===== src/rtl/dtf_pkg.sv =====
package dtf_pkg;
  typedef enum logic [1:0] {
    ST_OK   = 2'd0,
    ST_GP   = 2'd1,
    ST_MEMF = 2'd2
  } fetch_status_e;

  typedef enum logic [1:0] {
    FS_IDLE  = 2'd0,
    FS_CHECK = 2'd1,
    FS_WAIT  = 2'd2
  } fetch_state_e;
endpackage


===== src/rtl/dtf_table_sel.sv =====
module dtf_table_sel #(
  parameter int ADDR_W = 32,
  parameter int GLIM_W = 16,
  parameter int LLIM_W = 20,
  parameter int GRAN_SH = 12,
  localparam int EL_W = LLIM_W + GRAN_SH
) (
  input  logic              use_local,
  input  logic [ADDR_W-1:0] gbl_base,
  input  logic [GLIM_W-1:0] gbl_limit,
  input  logic [ADDR_W-1:0] loc_base,
  input  logic [LLIM_W-1:0] loc_raw,
  input  logic              loc_gran,
  input  logic              loc_valid,
  output logic [ADDR_W-1:0] tbl_base,
  output logic [EL_W-1:0]   tbl_limit
);
  logic [EL_W-1:0] loc_scaled;

  always_comb begin
    if (loc_gran) loc_scaled = {loc_raw, {GRAN_SH{1'b1}}};
    else          loc_scaled = {{GRAN_SH{1'b0}}, loc_raw};
  end

  always_comb begin
    if (use_local) begin
      tbl_base  = loc_valid ? loc_base : '0;
      tbl_limit = loc_valid ? loc_scaled : '0;
    end else begin
      tbl_base  = gbl_base;
      tbl_limit = {{(EL_W-GLIM_W){1'b0}}, gbl_limit};
    end
  end
endmodule


===== src/rtl/dtf_bound_chk.sv =====
module dtf_bound_chk #(
  parameter int ADDR_W = 32,
  parameter int SEL_W  = 16,
  parameter int EL_W   = 32,
  localparam int IDX_W = SEL_W - 3
) (
  input  logic [SEL_W-1:0]  sel,
  input  logic [ADDR_W-1:0] base,
  input  logic [EL_W-1:0]   limit,
  output logic [ADDR_W-1:0] entry_addr,
  output logic              over_limit,
  output logic [SEL_W-1:0]  gp_code
);
  logic [IDX_W-1:0] idx;
  logic [SEL_W-1:0] last_byte;
  logic [SEL_W-1:0] first_byte;

  assign idx        = sel[SEL_W-1:3];
  assign first_byte = {idx, 3'b000};
  assign last_byte  = {idx, 3'b111};
  assign entry_addr = base + ADDR_W'(first_byte);
  assign over_limit = limit < EL_W'(last_byte);
  assign gp_code    = {sel[SEL_W-1:2], 2'b00};
endmodule


===== src/rtl/dtf_ctrl.sv =====
module dtf_ctrl
  import dtf_pkg::*;
#(
  parameter int ADDR_W = 32,
  parameter int SEL_W  = 16,
  parameter int DATA_W = 64,
  parameter int EL_W   = 32
) (
  input  logic              clk,
  input  logic              rst,
  input  logic              start,
  input  logic [SEL_W-1:0]  sel_in,
  input  logic              we_in,
  input  logic [DATA_W-1:0] wdata_in,
  input  logic [ADDR_W-1:0] base_in,
  input  logic [EL_W-1:0]   limit_in,
  output logic [SEL_W-1:0]  sel_q,
  output logic [ADDR_W-1:0] base_q,
  output logic [EL_W-1:0]   limit_q,
  input  logic [ADDR_W-1:0] entry_addr,
  input  logic              over_limit,
  input  logic [SEL_W-1:0]  gp_code,
  output logic              mem_req,
  output logic              mem_we,
  output logic [ADDR_W-1:0] mem_addr,
  output logic [DATA_W-1:0] mem_wdata,
  input  logic              mem_ack,
  input  logic              mem_fault,
  input  logic [DATA_W-1:0] mem_rdata,
  output logic              busy,
  output logic              done,
  output logic [1:0]        status,
  output logic [SEL_W-1:0]  err_code,
  output logic [ADDR_W-1:0] fault_addr,
  output logic [DATA_W-1:0] rdata
);
  fetch_state_e      state;
  logic              we_q;
  logic [DATA_W-1:0] wdata_q;

  always_ff @(posedge clk) begin
    if (rst) begin
      state      <= FS_IDLE;
      sel_q      <= '0;
      base_q     <= '0;
      limit_q    <= '0;
      we_q       <= 1'b0;
      wdata_q    <= '0;
      mem_req    <= 1'b0;
      mem_we     <= 1'b0;
      mem_addr   <= '0;
      mem_wdata  <= '0;
      busy       <= 1'b0;
      done       <= 1'b0;
      status     <= ST_OK;
      err_code   <= '0;
      fault_addr <= '0;
      rdata      <= '0;
    end else begin
      done <= 1'b0;
      case (state)
        FS_IDLE: begin
          if (start) begin
            sel_q   <= sel_in;
            base_q  <= base_in;
            limit_q <= limit_in;
            we_q    <= we_in;
            wdata_q <= wdata_in;
            busy    <= 1'b1;
            state   <= FS_CHECK;
          end
        end
        FS_CHECK: begin
          if (over_limit) begin
            status     <= ST_GP;
            err_code   <= gp_code;
            fault_addr <= '0;
            rdata      <= '0;
            busy       <= 1'b0;
            done       <= 1'b1;
            state      <= FS_IDLE;
          end else begin
            mem_req   <= 1'b1;
            mem_we    <= we_q;
            mem_addr  <= entry_addr;
            mem_wdata <= wdata_q;
            state     <= FS_WAIT;
          end
        end
        FS_WAIT: begin
          if (mem_ack) begin
            mem_req  <= 1'b0;
            mem_we   <= 1'b0;
            busy     <= 1'b0;
            done     <= 1'b1;
            err_code <= '0;
            state    <= FS_IDLE;
            if (mem_fault) begin
              status     <= ST_MEMF;
              fault_addr <= mem_addr;
              rdata      <= '0;
            end else begin
              status     <= ST_OK;
              fault_addr <= '0;
              rdata      <= we_q ? '0 : mem_rdata;
            end
          end
        end
        default: state <= FS_IDLE;
      endcase
    end
  end

  // request held with a stable address until acknowledged
  p_req_hold_r11: assert property (@(posedge clk) disable iff (rst)
    (mem_req && !mem_ack) |=> (mem_req && $stable(mem_addr)));

  // a limit violation finishes without touching memory
  p_gp_no_mem_r6: assert property (@(posedge clk) disable iff (rst)
    (state == FS_CHECK && over_limit) |=> (!mem_req && done && status == ST_GP));

  // done lasts one cycle
  p_done_pulse_r10: assert property (@(posedge clk) disable iff (rst)
    done |=> !done);

  // busy and done never overlap
  p_busy_done_r10: assert property (@(posedge clk) disable iff (rst)
    !(busy && done));

  // results stay put while idle without a start
  p_hold_r10: assert property (@(posedge clk) disable iff (rst)
    (state == FS_IDLE && !start) |=> ($stable(status) && $stable(rdata) && $stable(err_code)));

  // error code never carries the low selector bits
  p_err_low_r7: assert property (@(posedge clk) disable iff (rst)
    done |-> (err_code[1:0] == 2'b00));
endmodule


===== src/rtl/desc_entry_fetch.sv =====
module desc_entry_fetch #(
  parameter int ADDR_W = 32,
  parameter int SEL_W  = 16,
  parameter int DATA_W = 64,
  parameter int GLIM_W = 16,
  parameter int LLIM_W = 20,
  localparam int GRAN_SH = 12,
  localparam int EL_W = LLIM_W + GRAN_SH
) (
  input  logic              clk,
  input  logic              rst,
  input  logic              start,
  input  logic [SEL_W-1:0]  selector,
  input  logic              write_en,
  input  logic [DATA_W-1:0] wdata,
  input  logic [ADDR_W-1:0] gdt_base,
  input  logic [GLIM_W-1:0] gdt_limit,
  input  logic [ADDR_W-1:0] ldt_base,
  input  logic [LLIM_W-1:0] ldt_raw_limit,
  input  logic              ldt_gran,
  input  logic              ldt_valid,
  output logic              mem_req,
  output logic              mem_we,
  output logic [ADDR_W-1:0] mem_addr,
  output logic [DATA_W-1:0] mem_wdata,
  input  logic              mem_ack,
  input  logic              mem_fault,
  input  logic [DATA_W-1:0] mem_rdata,
  output logic              busy,
  output logic              done,
  output logic [1:0]        status,
  output logic [SEL_W-1:0]  err_code,
  output logic [ADDR_W-1:0] fault_addr,
  output logic [DATA_W-1:0] rdata
);
  logic [ADDR_W-1:0] sel_base;
  logic [EL_W-1:0]   sel_limit;
  logic [SEL_W-1:0]  sel_q;
  logic [ADDR_W-1:0] base_q;
  logic [EL_W-1:0]   limit_q;
  logic [ADDR_W-1:0] entry_addr;
  logic              over_limit;
  logic [SEL_W-1:0]  gp_code;

  dtf_table_sel #(
    .ADDR_W(ADDR_W), .GLIM_W(GLIM_W), .LLIM_W(LLIM_W), .GRAN_SH(GRAN_SH)
  ) u_tsel (
    .use_local (selector[2]),
    .gbl_base  (gdt_base),
    .gbl_limit (gdt_limit),
    .loc_base  (ldt_base),
    .loc_raw   (ldt_raw_limit),
    .loc_gran  (ldt_gran),
    .loc_valid (ldt_valid),
    .tbl_base  (sel_base),
    .tbl_limit (sel_limit)
  );

  dtf_bound_chk #(
    .ADDR_W(ADDR_W), .SEL_W(SEL_W), .EL_W(EL_W)
  ) u_bchk (
    .sel        (sel_q),
    .base       (base_q),
    .limit      (limit_q),
    .entry_addr (entry_addr),
    .over_limit (over_limit),
    .gp_code    (gp_code)
  );

  dtf_ctrl #(
    .ADDR_W(ADDR_W), .SEL_W(SEL_W), .DATA_W(DATA_W), .EL_W(EL_W)
  ) u_ctrl (
    .clk        (clk),
    .rst        (rst),
    .start      (start),
    .sel_in     (selector),
    .we_in      (write_en),
    .wdata_in   (wdata),
    .base_in    (sel_base),
    .limit_in   (sel_limit),
    .sel_q      (sel_q),
    .base_q     (base_q),
    .limit_q    (limit_q),
    .entry_addr (entry_addr),
    .over_limit (over_limit),
    .gp_code    (gp_code),
    .mem_req    (mem_req),
    .mem_we     (mem_we),
    .mem_addr   (mem_addr),
    .mem_wdata  (mem_wdata),
    .mem_ack    (mem_ack),
    .mem_fault  (mem_fault),
    .mem_rdata  (mem_rdata),
    .busy       (busy),
    .done       (done),
    .status     (status),
    .err_code   (err_code),
    .fault_addr (fault_addr),
    .rdata      (rdata)
  );
endmodule


===== config.mk =====
export PLATFORM = sky130hd
export DESIGN_NAME = desc_entry_fetch
export DESIGN_NICKNAME = d
export VERILOG_FILES = /design/src/rtl/dtf_pkg.sv /design/src/rtl/dtf_table_sel.sv /design/src/rtl/dtf_bound_chk.sv /design/src/rtl/dtf_ctrl.sv /design/src/rtl/desc_entry_fetch.sv
export SDC_FILE = /design/constraint.sdc
export NUM_CORES = 1
export LEC_CHECK = 0
export CORE_MARGIN = 2
export CORE_UTILIZATION = 41
export CTS_BUF_LIST = sky130_fd_sc_hd__clkbuf_8
export DETAILED_ROUTE_END_ITERATION = 10
export DONT_BUFFER_PORTS = 1
export MAX_ROUTING_LAYER = met4
export PLACE_DENSITY = 0.67
export SYNTH_ARGS = -nofsm -noshare
export SYNTH_HDL_FRONTEND = slang
export SYNTH_HIERARCHICAL = 1
export SYNTH_SLANG_ARGS = --single-unit
export TNS_END_PERCENT = 30

===== constraint.sdc =====
create_clock -name clk -period 2.2 [get_ports clk]
set_input_delay 0.33 -clock clk [delete_from_list [all_inputs] [get_ports clk]]
set_output_delay 0.33 -clock clk [all_outputs]
set_load 0.02 [all_outputs]

[Word-level counts from Yosys, hierarchy flattened]
Cells that the tools add are included.
Cells by class
  $add $sub $neg: 1
  magnitude comparators: 1
  eq/ne operators: 6
  muxes and demuxes: 36
  bitwise operators: 1
  reductions and logical operators: 9
Operator list (count)
  32-bit 2-to-1 mux: 8
  64-bit 2-to-1 mux: 4
  64-bit one-hot mux with 2 select lines: 1
  32-bit one-hot mux with 2 select lines: 1
  32-bit by 16-bit adder with 32-bit output: 1
  32-bit by 16-bit less-than comparator with 1-bit output: 1
  16-bit 2-to-1 mux: 2
  16-bit one-hot mux with 2 select lines: 1
  2-bit 2-to-1 mux: 6
  2-bit inequality test, second input constant: 4
  1-bit 2-to-1 mux: 7
  1-bit one-hot mux with 2 select lines: 3
  2-bit one-hot mux with 3 select lines: 1
  2-bit AND reduction: 3
  3-bit AND reduction: 2
  2-bit one-hot mux with 2 select lines: 1
  4-bit AND reduction: 1
  1-bit one-hot mux with 3 select lines: 1
  3-bit nonzero test: 1
  2-bit by 1-bit == test with 1-bit output, second input constant: 1
  2-bit == test, second input constant: 1
  2-bit logical NOT: 1
  2-bit nonzero test: 1
  1-bit NOT: 1
Storage, ports and cells
  flip-flop bits (word level): 361
  output and inout port bits: 214

[Depth between registers and ports, before layout]
  depth after elaboration: 4
  gate-level depth with buffers: 13
  gate-level depth less buffers: 10

[By module]
The synthesis kept the hierarchy.
Modules (own cells, without submodules)
  dtf_ctrl: times used 1, cells an instance 1615, area each 13196.4 µm², seq. area each 7226.9 µm²
  dtf_bound_chk: times used 1, cells an instance 192, area each 1387.6 µm², seq. area each 0.0 µm²
  dtf_table_sel: times used 1, cells an instance 119, area each 808.3 µm², seq. area each 0.0 µm²

[Worst setup path after synthesis]
OpenSTA, ideal clock, no wires.
  path type: reg-to-reg
  start: reg u_ctrl.sel_q[3]
  end: reg u_ctrl.rdata[56]
  library setup time: 0.069 ns
  data arrival time: 2.290 ns
  data required time: 2.131 ns
  path slack: -0.158 ns
  stages on the path, launching flop included: 14
  path buffers: 3
  period minus slack after synthesis: 2.358 ns
  path through: dfxtp_1 > inv_1 > ha_1 > a41o_1 > nand3_1 > a211o_1 > a31oi_1 > nor3_1 > nand2b_1 > buf_2 > buf_2 > buf_1 > nand4_1 > o21ai_1
Between the ends
  cells in the longest elaborated chain, start to end: 3
Ends and longest elaborated chain
  from (decl): line dtf_ctrl.sv:17  | output logic [SEL_W-1:0] sel_q,
  from (signal assigned): line dtf_ctrl.sv:64  | sel_q <= sel_in;
  32-bit by 16-bit less-than comparator with 1-bit output: line dtf_bound_chk.sv:22  | assign over_limit = limit < EL_W'(last_byte);
  named net over_limit: line desc_entry_fetch.sv:42  | logic over_limit;
  2-bit inequality test (no source line)
  3-bit AND reduction (no source line)
  to (signal assigned): line dtf_ctrl.sv:105  | rdata <= we_q ? '0 : mem_rdata;
  to (decl): line dtf_ctrl.sv:35  | output logic [DATA_W-1:0] rdata
The timed path passes the listed nets, and every way through them passes these cells.
A chain may end at the register's enable or synchronous reset.

[Worst setup path after layout]
  start: reg u_ctrl.sel_q[3]
  end: reg u_ctrl.mem_addr[10]
Between the ends
  cells in the longest elaborated chain, start to end: 3
Ends and longest elaborated chain
  32-bit by 16-bit less-than comparator with 1-bit output: line dtf_bound_chk.sv:22
  named net over_limit: line desc_entry_fetch.sv:42
  1-bit NOT (no source line)
  2-bit AND reduction (no source line)
  to (signal assigned): line dtf_ctrl.sv:85  | mem_addr <= entry_addr;
  to (decl): line dtf_ctrl.sv:25  | output logic [ADDR_W-1:0] mem_addr,
The timed path passes the listed nets, and every way through them passes these cells.

==> insert_results.sql <==
INSERT INTO impl_metrics (metric_group, metric, value, unit) VALUES
('status', 'status', 'finished, violations left', ''),
('status', 'violations_in_the_final_reports', 'hold timing, slew limit, setup timing', ''),
('drt', 'route.vias.total', '14840', ''),
('global_route', 'grt_overflow_total', '0', ''),
('die', 'io_pins', '466', ''),
('drt', 'wire_per_inst', '21.20', 'µm'),
('drt', 'drt_wl_total', '55660', 'µm'),
('critical_path', 'slowest_stage', 'sky130_fd_sc_hd__a211o_1', ''),
('timing', 'fmax', '391.5', 'MHz'),
('drt', 'remaining_drc_errors', '0', ''),
('timing', 'drv_slew', '60', ''),
('critical_path', 'timing.critical_path.from_type', 'register', ''),
('timing', 'max-slew-margin-rel', '-4.321', '%'),
('logic_synthesis', 'synthesis.yosys.warnings', '6', ''),
('global_route', 'gr-usage-all-layers', '25.91', '%'),
('logic_synthesis', 'syn_inst', '1918', ''),
('timing', 'timing_worst_slew_pin_value', '1.565', 'ns'),
('pwr', 'power.leakage', '7.227', 'nW'),
('logic_synthesis', 'synthesis.area_per_instance', '7.991', 'µm²'),
('global_route', 'maximum_number_of_pins_on_one_net_before_global_route_repair', '362', ''),
('critical_path', 'data_arrival_at_the_endpoint_of_the_critical_path', '3.06', 'ns'),
('global_route', 'grt.busiest_layer', 'met2', ''),
('finish', 'proportion_of_layout_cells_with_a_drive_suffix_above_1', '12.90', '%'),
('finish', 'numnets_final', '2397', ''),
('drt', 'detail_route.first_pass.iterations', '5', ''),
('timing', 'final_min_period_over_clock_period', '116.1', '%'),
('timing', 'hold_viol', '76', ''),
('die', 'die_height', '197.3', 'µm'),
('critical_path', 'cp_data_required_time', '2.70', 'ns'),
('die', 'initial_utilization', '41.77', '%'),
('placed_design', 'detailedPlacementHpwl', '32260', 'µm'),
('die', 'die_w', '197.3', 'µm'),
('placed_design', 'preCtsSetupSlack', '-0.2976', 'ns'),
('timing', 'timing.final.setup_violations', '232', ''),
('global_route', 'grtUsageMet3', '7.837', '%'),
('clock_network', 'clk_root_buffer_cell', 'sky130_fd_sc_hd__clkbuf_8', ''),
('drt', 'drt-initial-drc-count', '1074', ''),
('timing', 'whs', '-0.1767', 'ns'),
('drt', 'remaining_antenna_violation_count_after_routing', '0', ''),
('logic_synthesis', 'syn-cell-area', '15330', 'µm²'),
('die', 'core', '36700', 'µm²'),
('timing', 'setup_slack', '-0.3542', 'ns'),
('critical_path', 'timing.critical_path.to_type', 'register', ''),
('finish', 'area.growth.synth_to_final', '31.43', '%'),
('critical_path', 'worst_path_most_repeated_cell', 'sky130_fd_sc_hd__buf_12', ''),
('clock_network', 'cts-htree-levels', '2', ''),
('critical_path', 'timing.critical_path.slowest_cell_delay', '0.34', 'ns'),
('global_route', 'grt_first_pass_wirelength', '77870', 'µm'),
('global_route', 'use_met1', '30.32', '%'),
('clock_network', 'cts_inserted_buffers', '60', ''),
('pwr', 'p_per_area', '854.1', 'nW/µm²'),
('critical_path', 'reg2reg_slack', '-0.35', 'ns'),
('global_route', 'grt_use_met2', '40.71', '%'),
('clock_network', 'ctsLongestPathBuffers', '3', ''),
('timing', 'final.setup_skew', '0.03465', 'ns'),
('timing', 'setup_repair_after_global_routing_missed_its_margin', 'true', ''),
('clock_network', 'cts.reportedPaths.clkPinSlew', '0.07', 'ns'),
('die', 'num_rows', '70', ''),
('placed_design', 'detailed_place.area', '15870', 'µm²'),
('placed_design', 'final_weighted_congestion_in_routability_driven_placement', '0.8972', ''),
('drt', 'routed_via_density', '5.649', ''),
('min_path', 'min-delay-path-class', 'in2reg', ''),
('global_route', 'grt_pass1_vias', '14060', ''),
('die', 'die-area', '38950', 'µm²'),
('run', 'maxCapViolCount', '0', ''),
('clock_network', 'insertion_delay', '0.64', 'ns'),
('global_route', 'antenna_found_initial', '3', ''),
('timing', 'post_layout_min_period', '2.554', 'ns'),
('finish', 'postLayoutCellArea', '20140', 'µm²'),
('pwr', 'vdd_drop_max', '513.4', 'µV'),
('clock_network', 'cts.sink_count', '359', ''),
('placed_design', 'io_buffer_count', '0', ''),
('critical_path', 'worstPathCellList', 'inv_2, ha_4, a41o_1, nand3_1, a211o_1, a31oi_4, nor3_4, buf_12, nor2b_4, buf_12, buf_12, nand2_1, a21oi_1', ''),
('critical_path', 'setup.worst_path.class', 'reg2reg', ''),
('critical_path', 'critical_path.max_fanout', '22', ''),
('clock_network', 'cts_tree', 'done', '');
power by group:
| group | internal, mW | total [mW] | switching (mW) |
|---|---|---|---|
| registers | 6.86 | 7.30 | 0.445 |
| clock network | 3.38 | 6.14 | 2.76 |
| logic | 1.57 | 3.76 | 2.19 |
| total | 11.8 | 17.2 | 5.39 |
through the flow:
step / hold slack, ns / cells / util (%) / setup TNS (ns) / total power, mW
floorplan: 0.4321 / 1919 / - / -0.5303 / 9.215
global placement: 0.4285 / 2276 / 43.24 / -32.59 / 10.11
detailed placement: 0.4402 / 2276 / 43.24 / -44.28 / 10.16
CTS: -0.2617 / 2595 / 52.82 / -31.83 / 16.65
global route: -0.2696 / 2626 / 54.89 / -64.20 / 17.90
finish: -0.1767 / 2626 / 54.89 / -47.39 / 17.20
registers in the layout, indices dropped and copies added (netlist names), 14 cells and up:
register,cells
u_ctrl/base_q,32
u_ctrl/err_code,16
u_ctrl/fault_addr,32
u_ctrl/limit_q,32
u_ctrl/mem_addr,32
u_ctrl/mem_wdata,64
u_ctrl/rdata,64
u_ctrl/sel_q,14
u_ctrl/wdata_q,64
worst max-delay path, delay by kind of cell, from the launching register on:
kind / cells / cell delay [ns]
compound gates: 4 / 0.92
buf+inv: 4 / 0.52
flops: 1 / 0.33
simple gates: 4 / 0.37
fa+ha+maj: 1 / 0.25
per-layer routing:
layer	part of all wire (%)	routed length, µm
met2	46	25740
met5	0	0
met1	40	22080
met3	10	5605
met4	4.0	2235
placed cells by master, fill, tap and decap left out, types with 47 or more instances in the layout:
cell / count
sky130_fd_sc_hd__nand2b_1: 99
sky130_fd_sc_hd__o21ai_1: 54
sky130_fd_sc_hd__dfxtp_1: 353
sky130_fd_sc_hd__buf_4: 50
sky130_fd_sc_hd__nand2_1: 492
sky130_fd_sc_hd__inv_1: 47
sky130_fd_sc_hd__nand4_1: 106
sky130_fd_sc_hd__dlygate4sd3_1: 219
sky130_fd_sc_hd__clkbuf_8: 74
sky130_fd_sc_hd__a21oi_1: 259
final timing paths:
kind,startpoint,to,cells past startpoint
worst max-delay path,u_ctrl/sel_q[3],u_ctrl/mem_addr[10],13
worst min-delay path,rst,u_ctrl/mem_wdata[60],1
worst max register to register,u_ctrl/sel_q[3],u_ctrl/mem_addr[10],13
worst min register to register,u_ctrl/wdata_q[5],u_ctrl/mem_wdata[5],2
repair_timing:
action | in CTS | in global routing
endpoints found under the hold margin | 359 | 238
setup buffers | 2 | 7
hold buffers | 209 | 10
pin swaps | 28 | 12
endpoints found under the setup margin | 214 | 239
cloned | 2 | 13
resized for setup | 66 | 131
cell type report:
class / instances / area, µm²
inverter: 33 / 123.9
fill: 3194 / 16550
antenna: 3 / 7.507
clock inverter: 32 / 224.0
clock buffer: 74 / 1018
multi-input combinational: 1348 / 7562
tap: 468 / 585.6
sequential: 359 / 7194
timing repair buffer: 309 / 3428
Note: power is estimated with default switching activity, not from simulation.
